$ cat src/rtl/wir_pkg.sv
package wir_pkg;

  localparam int NPIPE = 6;
  localparam int CLS_W = 4;

  typedef enum logic [2:0] {
    P_SP   = 3'd0,
    P_INT  = 3'd1,
    P_DP   = 3'd2,
    P_SFU  = 3'd3,
    P_TNS  = 3'd4,
    P_MEM  = 3'd5,
    P_NONE = 3'd7
  } pipe_e;

  localparam logic [CLS_W-1:0] C_ALU  = 4'd0;
  localparam logic [CLS_W-1:0] C_SPF  = 4'd1;
  localparam logic [CLS_W-1:0] C_DPF  = 4'd2;
  localparam logic [CLS_W-1:0] C_SFU  = 4'd3;
  localparam logic [CLS_W-1:0] C_ASFU = 4'd4;
  localparam logic [CLS_W-1:0] C_TNS  = 4'd5;
  localparam logic [CLS_W-1:0] C_LD   = 4'd6;
  localparam logic [CLS_W-1:0] C_ST   = 4'd7;
  localparam logic [CLS_W-1:0] C_MBAR = 4'd8;
  localparam logic [CLS_W-1:0] C_TLD  = 4'd9;
  localparam logic [CLS_W-1:0] C_TST  = 4'd10;

  // Memory-side opcode classes.
  function automatic logic is_mem_cls(input logic [CLS_W-1:0] cls);
    return (cls == C_LD) || (cls == C_ST) || (cls == C_MBAR) ||
           (cls == C_TLD) || (cls == C_TST);
  endfunction

  // Target pipe of a class under the unit-presence straps.
  function automatic pipe_e route_target(input logic [CLS_W-1:0] cls,
                                         input logic int_en,
                                         input logic dp_en);
    pipe_e t;
    case (cls)
      C_ALU:               t = int_en ? P_INT : P_SP;
      C_SPF:               t = P_SP;
      C_DPF:               t = dp_en ? P_DP : P_SFU;
      C_SFU, C_ASFU:       t = P_SFU;
      C_TNS:               t = P_TNS;
      C_LD, C_ST, C_MBAR,
      C_TLD, C_TST:        t = P_MEM;
      default:             t = P_NONE;
    endcase
    return t;
  endfunction

  // Different-unit rule: same type blocked, tensor after SP blocked.
  function automatic logic diff_blocks(input pipe_e tgt, input pipe_e prev);
    return (prev != P_NONE) && ((tgt == prev) || (tgt == P_TNS && prev == P_SP));
  endfunction

endpackage

$ cat src/rtl/wir_slot_pick.sv
module wir_slot_pick #(
  parameter int NSCHED = 4,
  localparam int SIDW = (NSCHED > 1) ? $clog2(NSCHED) : 1
) (
  input  logic              clk,
  input  logic              rst_n,
  input  logic              cfg_subcore,
  input  logic [SIDW-1:0]   sched_id,
  input  logic [NSCHED-1:0] free_i,
  output logic              avail_o,
  output logic [SIDW-1:0]   slot_o
);

  logic [SIDW-1:0] low_slot;
  logic            any_free;

  // Lowest free slot, scanned from the top down.
  always_comb begin
    low_slot = '0;
    any_free = 1'b0;
    for (int s = NSCHED - 1; s >= 0; s--) begin
      if (free_i[s]) begin
        low_slot = SIDW'(s);
        any_free = 1'b1;
      end
    end
  end

  assign avail_o = cfg_subcore ? free_i[sched_id] : any_free;
  assign slot_o  = cfg_subcore ? sched_id : low_slot;

  AST_SLOT_IS_FREE: assert property (@(posedge clk) disable iff (!rst_n)
    avail_o |-> free_i[slot_o]);
  AST_LOWEST_SLOT: assert property (@(posedge clk) disable iff (!rst_n)
    (!cfg_subcore && avail_o) |->
      ((free_i & ((NSCHED'(1) << slot_o) - NSCHED'(1))) == '0));

endmodule

$ cat src/rtl/wir_route_step.sv
module wir_route_step
  import wir_pkg::*;
(
  input  logic             int_en,
  input  logic             dp_en,
  input  logic             diff_en,
  input  logic [CLS_W-1:0] cls_i,
  input  logic             vld_i,
  input  logic             go_i,
  input  logic [NPIPE-1:0] avail_i,
  input  logic [NPIPE-1:0] taken_i,
  input  pipe_e            prev_i,
  output logic [NPIPE-1:0] sel_o,
  output logic             go_o,
  output logic [NPIPE-1:0] taken_o,
  output pipe_e            prev_o
);

  pipe_e      tgt;
  logic [7:0] av_pad;
  logic [7:0] tk_pad;
  logic [7:0] one_hot;
  logic       ok;

  assign tgt     = route_target(cls_i, int_en, dp_en);
  assign av_pad  = {{(8-NPIPE){1'b0}}, avail_i};
  assign tk_pad  = {{(8-NPIPE){1'b0}}, taken_i};
  assign one_hot = 8'd1 << tgt;

  assign ok = go_i && vld_i && (tgt != P_NONE) && av_pad[tgt] && !tk_pad[tgt] &&
              !(diff_en && diff_blocks(tgt, prev_i));

  assign sel_o   = ok ? one_hot[NPIPE-1:0] : '0;
  assign go_o    = ok;
  assign taken_o = taken_i | sel_o;
  assign prev_o  = ok ? tgt : prev_i;

endmodule

$ cat src/rtl/wir_issue_router.sv
module wir_issue_router
  import wir_pkg::*;
#(
  parameter int NSCHED    = 4,
  parameter int WID_W     = 6,
  parameter int MAX_ISSUE = 2,
  localparam int SIDW = (NSCHED > 1) ? $clog2(NSCHED) : 1,
  localparam int POSW = (MAX_ISSUE > 1) ? $clog2(MAX_ISSUE) : 1,
  localparam int CNTW = $clog2(MAX_ISSUE + 1)
) (
  input  logic                      clk,
  input  logic                      rst_n,
  input  logic                      cfg_int_en,
  input  logic                      cfg_dp_en,
  input  logic                      cfg_diff_unit,
  input  logic                      cfg_subcore,
  input  logic [SIDW-1:0]           sched_id,
  input  logic [WID_W-1:0]          warp_id,
  input  logic                      warp_wait,
  input  logic [MAX_ISSUE-1:0]      ib_valid,
  input  logic [CLS_W*MAX_ISSUE-1:0] ib_cls,
  input  logic [NPIPE*NSCHED-1:0]   pipe_free,
  output logic [NPIPE-1:0]          iss_vld,
  output logic [NPIPE*POSW-1:0]     iss_pos,
  output logic [NPIPE*SIDW-1:0]     iss_slot,
  output logic [NPIPE*WID_W-1:0]    iss_wid,
  output logic [NPIPE*SIDW-1:0]     iss_sid,
  output logic [CNTW-1:0]           ib_pop
);

  // Per-pipe slot availability.
  logic [NPIPE-1:0] avail_w;
  logic [SIDW-1:0]  slot_w [NPIPE];

  for (genvar p = 0; p < NPIPE; p++) begin : g_pipe
    wir_slot_pick #(.NSCHED(NSCHED)) u_pick (
      .clk        (clk),
      .rst_n      (rst_n),
      .cfg_subcore(cfg_subcore),
      .sched_id   (sched_id),
      .free_i     (pipe_free[p*NSCHED +: NSCHED]),
      .avail_o    (avail_w[p]),
      .slot_o     (slot_w[p])
    );
  end

  // In-order issue chain across buffer entries.
  logic [NPIPE-1:0] sel   [MAX_ISSUE];
  logic             go    [MAX_ISSUE+1];
  logic [NPIPE-1:0] taken [MAX_ISSUE+1];
  pipe_e            prev  [MAX_ISSUE+1];

  assign go[0]    = !warp_wait;
  assign taken[0] = '0;
  assign prev[0]  = P_NONE;

  for (genvar k = 0; k < MAX_ISSUE; k++) begin : g_step
    wir_route_step u_step (
      .int_en (cfg_int_en),
      .dp_en  (cfg_dp_en),
      .diff_en(cfg_diff_unit),
      .cls_i  (ib_cls[k*CLS_W +: CLS_W]),
      .vld_i  (ib_valid[k]),
      .go_i   (go[k]),
      .avail_i(avail_w),
      .taken_i(taken[k]),
      .prev_i (prev[k]),
      .sel_o  (sel[k]),
      .go_o   (go[k+1]),
      .taken_o(taken[k+1]),
      .prev_o (prev[k+1])
    );

    AST_ONE_PIPE_PER_INST: assert property (@(posedge clk) disable iff (!rst_n)
      $onehot0(sel[k]));
    AST_MEM_ONLY_MEMCLS: assert property (@(posedge clk) disable iff (!rst_n)
      sel[k][P_MEM] |-> is_mem_cls(ib_cls[k*CLS_W +: CLS_W]));
    AST_INT_ROUTE: assert property (@(posedge clk) disable iff (!rst_n)
      sel[k][P_INT] |-> (cfg_int_en && ib_cls[k*CLS_W +: CLS_W] == C_ALU));
    AST_DP_NEEDS_UNIT: assert property (@(posedge clk) disable iff (!rst_n)
      sel[k][P_DP] |-> cfg_dp_en);
    AST_TNS_ONLY_TNSCLS: assert property (@(posedge clk) disable iff (!rst_n)
      sel[k][P_TNS] |-> (ib_cls[k*CLS_W +: CLS_W] == C_TNS));

    if (k > 0) begin : g_pair
      AST_IN_ORDER: assert property (@(posedge clk) disable iff (!rst_n)
        (|sel[k]) |-> (|sel[k-1]));
      AST_NO_PIPE_TWICE: assert property (@(posedge clk) disable iff (!rst_n)
        (sel[k] & sel[k-1]) == '0);
      AST_DIFF_TNS_AFTER_SP: assert property (@(posedge clk) disable iff (!rst_n)
        (cfg_diff_unit && sel[k][P_TNS]) |-> !sel[k-1][P_SP]);
    end
  end

  // Merge the chain into per-pipe next values.
  logic [NPIPE-1:0]      nxt_vld;
  logic [NPIPE*POSW-1:0] nxt_pos;
  logic [CNTW-1:0]       nxt_cnt;

  always_comb begin
    nxt_vld = '0;
    nxt_pos = '0;
    nxt_cnt = '0;
    for (int k = 0; k < MAX_ISSUE; k++) begin
      nxt_vld = nxt_vld | sel[k];
      for (int p = 0; p < NPIPE; p++) begin
        if (sel[k][p]) nxt_pos[p*POSW +: POSW] = POSW'(k);
      end
      if (|sel[k]) nxt_cnt = nxt_cnt + CNTW'(1);
    end
  end

  always_ff @(posedge clk or negedge rst_n) begin
    if (!rst_n) begin
      iss_vld  <= '0;
      iss_pos  <= '0;
      iss_slot <= '0;
      iss_wid  <= '0;
      iss_sid  <= '0;
      ib_pop   <= '0;
    end else begin
      iss_vld <= nxt_vld;
      iss_pos <= nxt_pos;
      ib_pop  <= nxt_cnt;
      for (int p = 0; p < NPIPE; p++) begin
        iss_slot[p*SIDW +: SIDW]   <= nxt_vld[p] ? slot_w[p] : '0;
        iss_wid[p*WID_W +: WID_W]  <= nxt_vld[p] ? warp_id   : '0;
        iss_sid[p*SIDW +: SIDW]    <= nxt_vld[p] ? sched_id  : '0;
      end
    end
  end

  AST_POP_MATCHES_STROBES: assert property (@(posedge clk) disable iff (!rst_n)
    $countones(iss_vld) == int'(ib_pop));
  AST_WAIT_BLOCKS: assert property (@(posedge clk) disable iff (!rst_n)
    warp_wait |=> (iss_vld == '0));

endmodule

$ cat config.mk
export PLATFORM = sky130hd
export DESIGN_NAME = wir_issue_router
export DESIGN_NICKNAME = d
export VERILOG_FILES = /design/src/rtl/wir_pkg.sv /design/src/rtl/wir_slot_pick.sv /design/src/rtl/wir_route_step.sv /design/src/rtl/wir_issue_router.sv
export SDC_FILE = /design/constraint.sdc
export NUM_CORES = 1
export LEC_CHECK = 0
export BUFFER_PORTS_ARGS = -buffer_cell sky130_fd_sc_hd__buf_2
export CORE_ASPECT_RATIO = 1.1
export CORE_MARGIN = 1.5
export CORE_UTILIZATION = 54
export CTS_CLUSTER_SIZE = 16
export DETAILED_ROUTE_END_ITERATION = 10
export PLACE_DENSITY_LB_ADDON = 0.1
export SLEW_MARGIN = 25
export SYNTH_ARGS = -nofsm -noshare
export SYNTH_HDL_FRONTEND = slang
export SYNTH_SLANG_ARGS = --single-unit
$ cat constraint.sdc
create_clock -name clk -period 1.05 [get_ports clk]
set_clock_uncertainty 0.05 [all_clocks]
set_input_delay 0.1575 -clock clk [delete_from_list [all_inputs] [get_ports clk]]
set_output_delay 0.1575 -clock clk [all_outputs]
set_load 0.02 [all_outputs]
==> impl_results.md, run 1 <==
- Status: stopped before the end
- Stopped at: clock tree synthesis (4_1_cts)
- Stop err: [ERROR DPL-0033] detailed placement checks failed during check placement.
- Post-synth EDFFs: 0
- Top-area cell type share of the netlist area: 52.06%
- CTS sink cnt: 74
- Postcts setup bufs: 16
- Async SR Flop Fraction: 100.0%
- Core Rows: 30
- Routability Congestion: 0.9420
- Register area share after synthesis: 52.06%
- Initial core utilization: 56.75%
- Syn_nets: 396
- Seq cells post-synth: 74
- Placed wire-length estimate: 7.674 mm
- I/O Buffers: 122
- Die Ht: 88.13 um
- Post-Syn Instances: 346
- Total of warnings raised by yosys: 0
- Root Driver: clkbuf_8
- Hold-fix buffers, CTS: 1
- # IOs: 123
- Synth area leaders: dfrtp_1, nor2_1, a21oi_1
- Mapped cell area: 0.003557 mm2
- DP Area: 0.004901 mm2
- Post-synth top flop: dfrtp_1
- Dominant cell type by area after synthesis: dfrtp_1
- Die width: 80.39 um
- Worst-case clock buffer depth: 2
- # H-tree levels: 3
- Syn Area/Cell: 10.28 um2
- Num CTS Buffers: 9
- Distinct cells, synth: 60
- Post-cts sizing count: 221
synthesized netlist by cell type, drive strengths merged (2+ instances only):
cell     n
o221ai   4
nor4     3
or4      3
a21boi  19
nand3    6
o211ai   3
nand2   21
a22oi    6
mux2i    7
clkbuf   8
and3     2
nor3    12
o21a     4
o41ai    4
nor3b    3
nand2b   3
buf     16
inv     11
a211oi   5
mux2     3
o31ai    2
nor2b   14
o22ai    2
or2      2
nor2    38
nand4    2
dfrtp   74
xnor2    2
a221oi   2
a21oi   25
o31a     5
o21bai   2
o21ai   17
cells by family after synthesis:
group	count (synthesis)	share of synthesized area (%)
XOR/XNOR	2	0.4925
multiplexers	10	2.919
flip-flops	74	52.06
buffers and inverters	35	5.100
adder cells (fa/ha/maj)	1	0.3517
AO/OA/AOI/OAI	110	23.04
AND/OR/NAND/NOR	114	16.04
per-stage QoR:
step | std cells | setup WS [ns] | utilization [%]
global placement | 613 | -1.413 | 78.18
detailed placement | 613 | -1.471 | 78.18
floorplan | 346 | -1.206 | -
==> inputs of run 2 (changes only) <==
--- a/config.mk
+++ b/config.mk
@@ -6,12 +6,10 @@
 export NUM_CORES = 1
 export LEC_CHECK = 0
 export BUFFER_PORTS_ARGS = -buffer_cell sky130_fd_sc_hd__buf_2
-export CORE_ASPECT_RATIO = 1.1
 export CORE_MARGIN = 1.5
-export CORE_UTILIZATION = 54
-export CTS_CLUSTER_SIZE = 16
+export CORE_UTILIZATION = 40
 export DETAILED_ROUTE_END_ITERATION = 10
-export PLACE_DENSITY_LB_ADDON = 0.1
+export PLACE_DENSITY_LB_ADDON = 0.15
 export SLEW_MARGIN = 25
 export SYNTH_ARGS = -nofsm -noshare
 export SYNTH_HDL_FRONTEND = slang
==> impl_results.md, run 2 <==
- Register area share after synthesis: 52.06%
- Via/cell ratio: 5.123
- Crit-path max FO: 4
- First-pass DRT Iterations: 4
- Distinct cells, synth: 60
- Worst hold-check path type: in -> reg
- Async SR Flop Fraction: 100.0%
- Complex-gate fraction of the synthesized area: 23.04%
- Largest net degree at the start of global routing: 75
- # H-tree levels: 3
- Dominant cell type by area after synthesis: dfrtp_1
- 1st-iter DRT viols: 138
- Pwr/cell area: 1025 mW/mm2
- GRT Residual Overflow: 0
- Total of warnings raised by yosys: 0
- CTS tree: yes
- Syn Area/Cell: 10.28 um2
- Max FFs per register: 36
- Fin. Hold Viols: 0
- Simple-gate area share of the yosys netlist: 16.04%
- Util after Layout: 68.05%
- Top-area cell type share of the netlist area: 52.06%
- Root Driver: clkbuf_8
- Routability Congestion: 0.8926
- Global Route Usage Sum: 22.69%
- Highest clock rate: 0.4635 GHz
- Seq cells post-synth: 74
- Vias in the first global route: 3382
- Clock slew at reported path FFs: 0.07 ns
- Kind of critical path: in -> reg
- Worst setup EP type: flip-flop
- Top Registers: iss_wid x36, iss_sid x12, iss_slot x12
- Max IR drop VDD: 0.0005598 V
- Worst path required time: 1.27 ns
- Die Ht: 97.30 um
- Violated checks: negative setup slack
- First-pass GRT wire length: 17.06 mm
- Core Rows: 34
- Synth area leaders: dfrtp_1, nor2_1, a21oi_1
- Worst-case clock buffer depth: 2
- Largest Register: iss_wid
- Mux share of post-synthesis cell area: 2.919%
- DRT Wirelength: 10.75 mm
- Cell leakage power: 2.829 nW
- RSZ-0062 raised after global routing: true
- Worst-Margin Slew: 0.4869 ns
- Final WS setup: -1.108 ns
- Vias after detailed routing: 3417
- Hold Slack: 0.06593 ns
- Syn_nets: 396
- Most common library cells after synthesis: dfrtp_1, nor2_1, a21oi_1
- Layout overhead on the synthesized area: 66.02%
- Num CTS Buffers: 9
- Initial core utilization: 40.99%
- Final worst path period share: 205.5%
- Post-synth top flop: dfrtp_1
- Main combinational cell family by area after synthesis: compound AO/OA/AOI/OAI gates
- Post-synth EDFFs: 0
- DR WL/cell: 16.12 um
- Placed wire-length estimate: 7.998 mm
- ANT cells: 0
- Area of the core: 0.008678 mm2
- CTS sink cnt: 74
- Fin nets: 604
- Worst setup SP type: primary input
- # IOs: 123
- Status: finished, violations left
- Commonest cells after routing, fill and taps aside: buf_6, buf_4, dfrtp_1, buf_2, nor2_1
- Die ar.: 0.009467 mm2
- I/O Buffers: 122
- Initial antenna violation count: 0
- Die width: 97.30 um
- Layout cells sized above 1: 51.34%
- Post-Syn Instances: 346
- Worst slew margin: 67.39%
- Most numerous cell in the Yosys netlist: dfrtp_1
- Post-synthesis adder-cell area fraction: 0.3517%
- Placed cell count: 642
- Mapped cell area: 0.003557 mm2
- Drt drc: 0
- WP data arrival: 2.38 ns
- ANT nets after route: 0
- Most common cell after layout, fill and taps aside: buf_6
- Setup-failing EPs final: 107
- Setup WS pre-CTS: -1.496 ns
- Xor and xnor fraction of the mapped netlist area: 0.4924%
- Min Tclk post-route: 2.158 ns
- Non-Filler Instances: 667
- Max cap viols: 0
- Max Slew Vio Count: 0
-- run 2: cell counts after synthesis --
Identical to the previous run, type by type.
-- run 2: kinds of logic (layout without fill, tap and decap cells) --
family          count (synthesis)  after routing
compound gates                110            110
xor+xnor                        2              2
fa+ha+maj                       1              1
buf+inv                        35            248
flops                          74             74
mux                            10             10
simple gates                  114            114
-- run 2: what timing repair did --
item,in CTS,in global routing
pin swaps,6,9
setup endpoints to repair,148,148
buffers inserted,5,2
resized for setup,180,18
cloned,1,0
hold buffers,1,0
endpoints found under the hold margin,74,0
-- run 2: per-layer routing --
layer / global-route usage [%] / share of wire, % / vias to the layer above
li1: - / - / 1667
met1: 29.69 / 44 / 1632
met2: 39.70 / 51 / 112
met3: 3.381 / 4.1 / 6
met4: 5.495 / 0.78 / 0
met5: 0 / 0 / -
-- run 2: worst paths after layout --
kind / start / end / cells past startpoint
max in group asynchronous: rst_n / iss_vld[1] / 3
setup / recovery: ib_cls[1] / iss_pos[4] / 10
min in group asynchronous: rst_n / iss_vld[4] / 3
hold / removal: warp_id[4] / iss_wid[10] / 3
-- run 2: area by class of cell --
type,count,area (um2)
Sequential cell,74,1852
Timing Repair Buffer,221,1972
Fill cell,674,2773
Tap cell,108,135.1
Inverter,11,46.29
Clock buffer,12,145.1
Multi-Input combinational cell,237,1728
Clock inverter,4,27.53
-- run 2: where the power goes --
| part | switching, mW | internal [mW] |
|---|---|---|
| Sequential | 0.0124 | 2.87 |
| Clock | 0.996 | 0.925 |
| Combinational | 0.648 | 0.604 |
-- run 2: through the flow --
stage / power [mW] / instance area, um2 / setup TNS [ns]
finish: 6.055 / 5906 / -73.23
floorplan: 3.437 / 3643 / -79.06
global placement: 3.996 / 4969 / -98.20
CTS: 6.032 / 5793 / -74.71
detailed placement: 4.009 / 4969 / -99.92
global route: 6.340 / 5906 / -80.69
-- run 2: worst max-delay path, cell delays in order --
cell and delay [ns]:
buf_2 0.12, nor2b_1 0.14, a22oi_1 0.29, o31a_1 0.23, o22ai_1 0.11, o32a_4 0.36
buf_4 0.16, buf_8 0.12, a2111oi_1 0.48, buf_4 0.20
Power figures use the tool's default switching activity.
==> inputs of run 3 (changes only) <==
--- a/config.mk
+++ b/config.mk
@@ -6,10 +6,12 @@
 export NUM_CORES = 1
 export LEC_CHECK = 0
 export BUFFER_PORTS_ARGS = -buffer_cell sky130_fd_sc_hd__buf_2
-export CORE_MARGIN = 1.5
+export CELL_PAD_IN_SITES_DETAIL_PLACEMENT = 0
+export CELL_PAD_IN_SITES_GLOBAL_PLACEMENT = 1
 export CORE_UTILIZATION = 40
 export DETAILED_ROUTE_END_ITERATION = 10
 export PLACE_DENSITY_LB_ADDON = 0.15
+export SETUP_SLACK_MARGIN = 0.4
 export SLEW_MARGIN = 25
 export SYNTH_ARGS = -nofsm -noshare
 export SYNTH_HDL_FRONTEND = slang
==> impl_results.md, run 3 (synthesis results as in run 2) <==
- Status: finished, violations left
- Violated checks: negative hold slack, negative setup slack
- Worst setup EP type: flip-flop
- Met3 Wirelength: 578 um
- Max FFs per register: 36
- Worst-case clock buffer depth: 2
- GRT Residual Overflow: 0
- Core Rows: 34
- Worst setup SP type: primary input
- CTS sink cnt: 74
- Num CTS Buffers: 9
- Fin nets: 610
- Vias after detailed routing: 3476
- Root Driver: clkbuf_8
- First-pass DRT Iterations: 5
- Max cap viols: 0
- Routability Congestion: 0.9101
- Max IR drop VDD: 0.0005500 V
- Kind of critical path: in -> reg
- 1st-iter DRT viols: 135
- DR WL/cell: 16.70 um
- Worst path required time: 1.25 ns
- Min Tclk post-route: 2.007 ns
- Vias in the first global route: 3366
- Layout cells sized above 1: 52.92%
- Largest stage delay on the critical path: 0.52 ns
- # IOs: 123
- Non-Filler Instances: 673
- DP Area: 0.005066 mm2
- Clock slew at reported path FFs: 0.08 ns
- Area of the core: 0.008678 mm2
- Crit-path max FO: 6
- Largest Register: iss_wid
- Fin area: 0.006155 mm2
- First-pass GRT wire length: 17.29 mm
- Final worst path period share: 191.1%
- Top Layer Used: met4
- Worst slew margin: 58.48%
- Initial core utilization: 40.99%
- Fin. Hold Viols: 74
- Via/cell ratio: 5.165
- Buf/Inv on CP: 4
- Commonest cells after routing, fill and taps aside: buf_4, buf_6, dfrtp_1, buf_2, nor2_1
- Hold Slack: -0.3635 ns
- M1 WL: 4.775 mm
- ANT nets after route: 0
- Highest clock rate: 0.4983 GHz
- Met2 wire len: 5.618 mm
- RSZ-0062 raised after global routing: true
- Setup-failing EPs final: 148
- Largest delay contributor family on the critical path: compound AO/OA/AOI/OAI gates
- Max Slew Vio Count: 0
- Global Route Usage Sum: 25.25%
- Final WS setup: -0.9570 ns
- ANT cells: 0
- Worst-Margin Slew: 0.6201 ns
- Pwr/cell area: 1125 mW/mm2
- Initial antenna violation count: 0
- Drt drc: 0
- CTS tree: yes
- I/O Buffers: 122
- WP data arrival: 2.20 ns
- Placed cell count: 650
- Worst path slowest cell: or4_4
- Most common cell after layout, fill and taps aside: buf_4
- Top Registers: iss_wid x36, iss_sid x12, iss_slot x12
- Die Ht: 96.30 um
- Die width: 96.30 um
- DRT Wirelength: 11.24 mm
- Largest net degree at the start of global routing: 46
- Layout overhead on the synthesized area: 73.02%
- Placed wire-length estimate: 8.041 mm
- TNS Setup: -68.49 ns
- Die ar.: 0.009274 mm2
- Crit path cell chain: buf_6 > or4_4 > a222oi_1 > buf_4 > nor2_4 > a21oi_2 > o32a_4 > inv_6 > bufbuf_16 > nand2_4 > nor2_1
- # H-tree levels: 3
- Cell leakage power: 2.963 nW
- Util after Layout: 70.92%
- Worst hold-check path type: in -> async
==> run 3: changes by cell type in the layout (fill, tap and decap cells not counted), sizes merged <==
cell         previous run  this run
dlygate4sd3             1         0
clkbuf                 12        13
bufbuf                  0         1
bufinv                  0         3
buf                   220       225
clkinv                  4         1
==> run 3: worst max path at each step <==
stage               cells past startpoint           from            to
finish                                 11  pipe_free[16]    iss_sid[0]
global route                           11  pipe_free[16]   iss_slot[9]
CTS                                     9  pipe_free[16]  iss_slot[11]
detailed placement                     11  pipe_free[16]  iss_slot[11]
global placement                       11  pipe_free[16]  iss_slot[11]
floorplan                              10  pipe_free[16]   iss_slot[5]
==> run 3: report_power, final <==
part	internal [mW]	total [mW]	switching [mW]
logic	0.649	1.34	0.695
clock network	1.65	2.70	1.04
registers	2.87	2.88	0.0117
==> run 3: what timing repair did <==
action	CTS	global route
buffers inserted	3	3
cloned	1	0
setup endpoints to repair	148	148
resized for setup	189	16
hold endpoints to repair	74	29
pin swaps	4	5
==> run 3: area by class of cell <==
type,instances,area (um2)
clock inverters,4,98.84
well taps,108,135.1
repair buffers,227,2039
flip-flops and latches,74,1852
fillers,632,2524
inverters,11,46.29
multi-input cells,237,1838
clock buffers,12,145.1
==> run 3: through the flow <==
| step | setup slack, ns | total power, mW | hold slack, ns |
|---|---|---|---|
| CTS | -0.9653 | 6.869 | -0.3734 |
| global placement | -1.422 | 4.033 | 0.009735 |
| floorplan | -1.206 | 3.437 | -0.1881 |
| global route | -1.021 | 7.187 | -0.3643 |
| detailed placement | -1.433 | 4.050 | 0.01429 |
| finish | -0.9570 | 6.921 | -0.3635 |
==> run 3: routing by layer <==
layer | global-route usage (%) | vias to the layer above
met5 | 0 | -
met4 | 10.17 | 0
met3 | 4.186 | 20
met2 | 43.68 | 120
met1 | 31.21 | 1666
li1 | - | 1670
==> inputs of run 4 (changes only) <==
--- a/config.mk
+++ b/config.mk
@@ -6,11 +6,12 @@
 export NUM_CORES = 1
 export LEC_CHECK = 0
 export BUFFER_PORTS_ARGS = -buffer_cell sky130_fd_sc_hd__buf_2
-export CELL_PAD_IN_SITES_DETAIL_PLACEMENT = 0
-export CELL_PAD_IN_SITES_GLOBAL_PLACEMENT = 1
-export CORE_UTILIZATION = 40
+export CELL_PAD_IN_SITES_DETAIL_PLACEMENT = 1
+export CELL_PAD_IN_SITES_GLOBAL_PLACEMENT = 2
+export CORE_UTILIZATION = 32
 export DETAILED_ROUTE_END_ITERATION = 10
 export PLACE_DENSITY_LB_ADDON = 0.15
+export REMOVE_ABC_BUFFERS = 1
 export SETUP_SLACK_MARGIN = 0.4
 export SLEW_MARGIN = 25
 export SYNTH_ARGS = -nofsm -noshare
==> impl_results.md, run 4 (synthesis results as in run 2) <==
- Commonest cells after routing, fill and taps aside: buf_4, buf_6, dfrtp_1, buf_2, nor2_1
- Crit-path max FO: 7
- I/O Buffers: 122
- Placed cell count: 691
- Top Registers: iss_wid x36, iss_sid x12, iss_slot x12
- Pwr/cell area: 1078 mW/mm2
- Max FFs per register: 36
- Highest clock rate: 0.4645 GHz
- Setup WS pre-CTS: -1.480 ns
- Worst path required time: 1.22 ns
- Placed wire-length estimate: 9.387 mm
- Via/cell ratio: 5.046
- GRT Residual Overflow: 0
- Worst-case clock buffer depth: 2
- Fin area: 0.006274 mm2
- Fin nets: 626
- Hold Slack: -0.3586 ns
- # H-tree levels: 3
- Root Driver: clkbuf_8
- ANT nets after route: 0
- Vias after detailed routing: 3638
- DP Area: 0.005059 mm2
- Max Slew Vio Count: 0
- Worst path slowest cell: or4_4
- Die width: 107.4 um
- Clock slew at reported path FFs: 0.09 ns
- Die ar.: 0.01154 mm2
- Num CTS Buffers: 9
- Layout overhead on the synthesized area: 76.36%
- Initial antenna violation count: 0
- CP dominant cell by count: buf_6
- Worst setup EP type: flip-flop
- 1st-iter DRT viols: 82
- Largest stage delay on the critical path: 0.51 ns
- ANT cells: 0
- DRT Wirelength: 13.78 mm
- First-pass GRT wire length: 21.39 mm
- Violated checks: negative hold slack, negative setup slack
- Final worst path period share: 205.0%
- First-pass DRT Iterations: 4
- Routability Congestion: 0.8204
- Buf/Inv on CP: 5
- Met3 Wirelength: 411 um
- Largest net degree at the start of global routing: 34
- Met2 wire len: 7.327 mm
- Tot Pwr: 6.762 mW
- Most common cell after layout, fill and taps aside: buf_4
- Initial core utilization: 32.81%
- WP data arrival: 2.33 ns
- Non-Filler Instances: 721
- Status: finished, violations left
- Largest delay contributor family on the critical path: compound AO/OA/AOI/OAI gates
- Vias in the first global route: 3906
- TNS Setup: -76.77 ns
- M1 WL: 5.881 mm
- Area of the core: 0.01084 mm2
- Global Route Usage Sum: 24.51%
- Layout cells sized above 1: 55.77%
- Worst setup SP type: primary input
- Crit path cell chain: buf_6 > or4_4 > a222oi_1 > buf_4 > nor2_4 > a21oi_4 > o32a_4 > inv_8 > a41oi_4 > buf_6 > buf_12 > a21oi_2
- RSZ-0062 raised after global routing: true
- Max cap viols: 0
- Worst-Margin Slew: 0.6165 ns
- # IOs: 123
- Kind of critical path: in -> reg
- Setup-failing EPs final: 140
- Final WS setup: -1.103 ns
- Largest Register: iss_wid
- Worst hold-check path type: in -> async
- Max IR drop VDD: 0.0006773 V
- Drt drc: 0
- Min Tclk post-route: 2.153 ns
- Core Rows: 38
- CTS sink cnt: 74
- Cell leakage power: 3.013 nW
- Fin. Hold Viols: 60
- DR WL/cell: 19.11 um
- Util after Layout: 57.87%
- Worst slew margin: 58.58%
- CTS tree: yes
- Top Layer Used: met4
- Die Ht: 107.4 um
-- run 4: repair_timing --
action,4_1_cts,5_1_grt
buffers inserted,9,1
gates resized for setup,222,17
gates cloned,4,0
pin swaps,18,7
hold endpoints to repair,55,55
endpoints found under the setup margin,148,148
-- run 4: layer usage --
layer	global-route usage, %	up-vias
li1	-	1710
met1	30.23	1821
met2	45.12	96
met3	2.845	11
met4	6.262	0
met5	0	-
-- run 4: worst max path at each step --
stage,start,to,slack (ns),cells past startpoint
2_1_floorplan,pipe_free[16],iss_sid[5],-1.39,8
3_3_place_gp,sched_id[0],iss_pos[4],-1.40,10
3_5_place_dp,sched_id[0],iss_pos[4],-1.48,10
4_1_cts,pipe_free[17],iss_wid[31],-1.08,12
5_1_grt,pipe_free[17],iss_slot[11],-1.17,12
6_report,pipe_free[17],iss_slot[11],-1.10,12
-- run 4: final cells by class --
class                      instances  area, um2
sequential                        74       1852
timing repair buffer             242       2123
inverter                          11      48.80
clock buffer                      10      137.6
clock inverter                     6      88.84
tap                              140      175.2
multi-input combinational        238       1848
fill                            1170       4567
-- run 4: where the power goes --
part / total (mW) / internal, mW / leakage (nW) / switching, mW
logic: 1.38 / 0.651 / 1.87 / 0.731
clock network: 2.50 / 1.41 / 0.109 / 1.09
registers: 2.88 / 2.87 / 1.03 / 0.0116
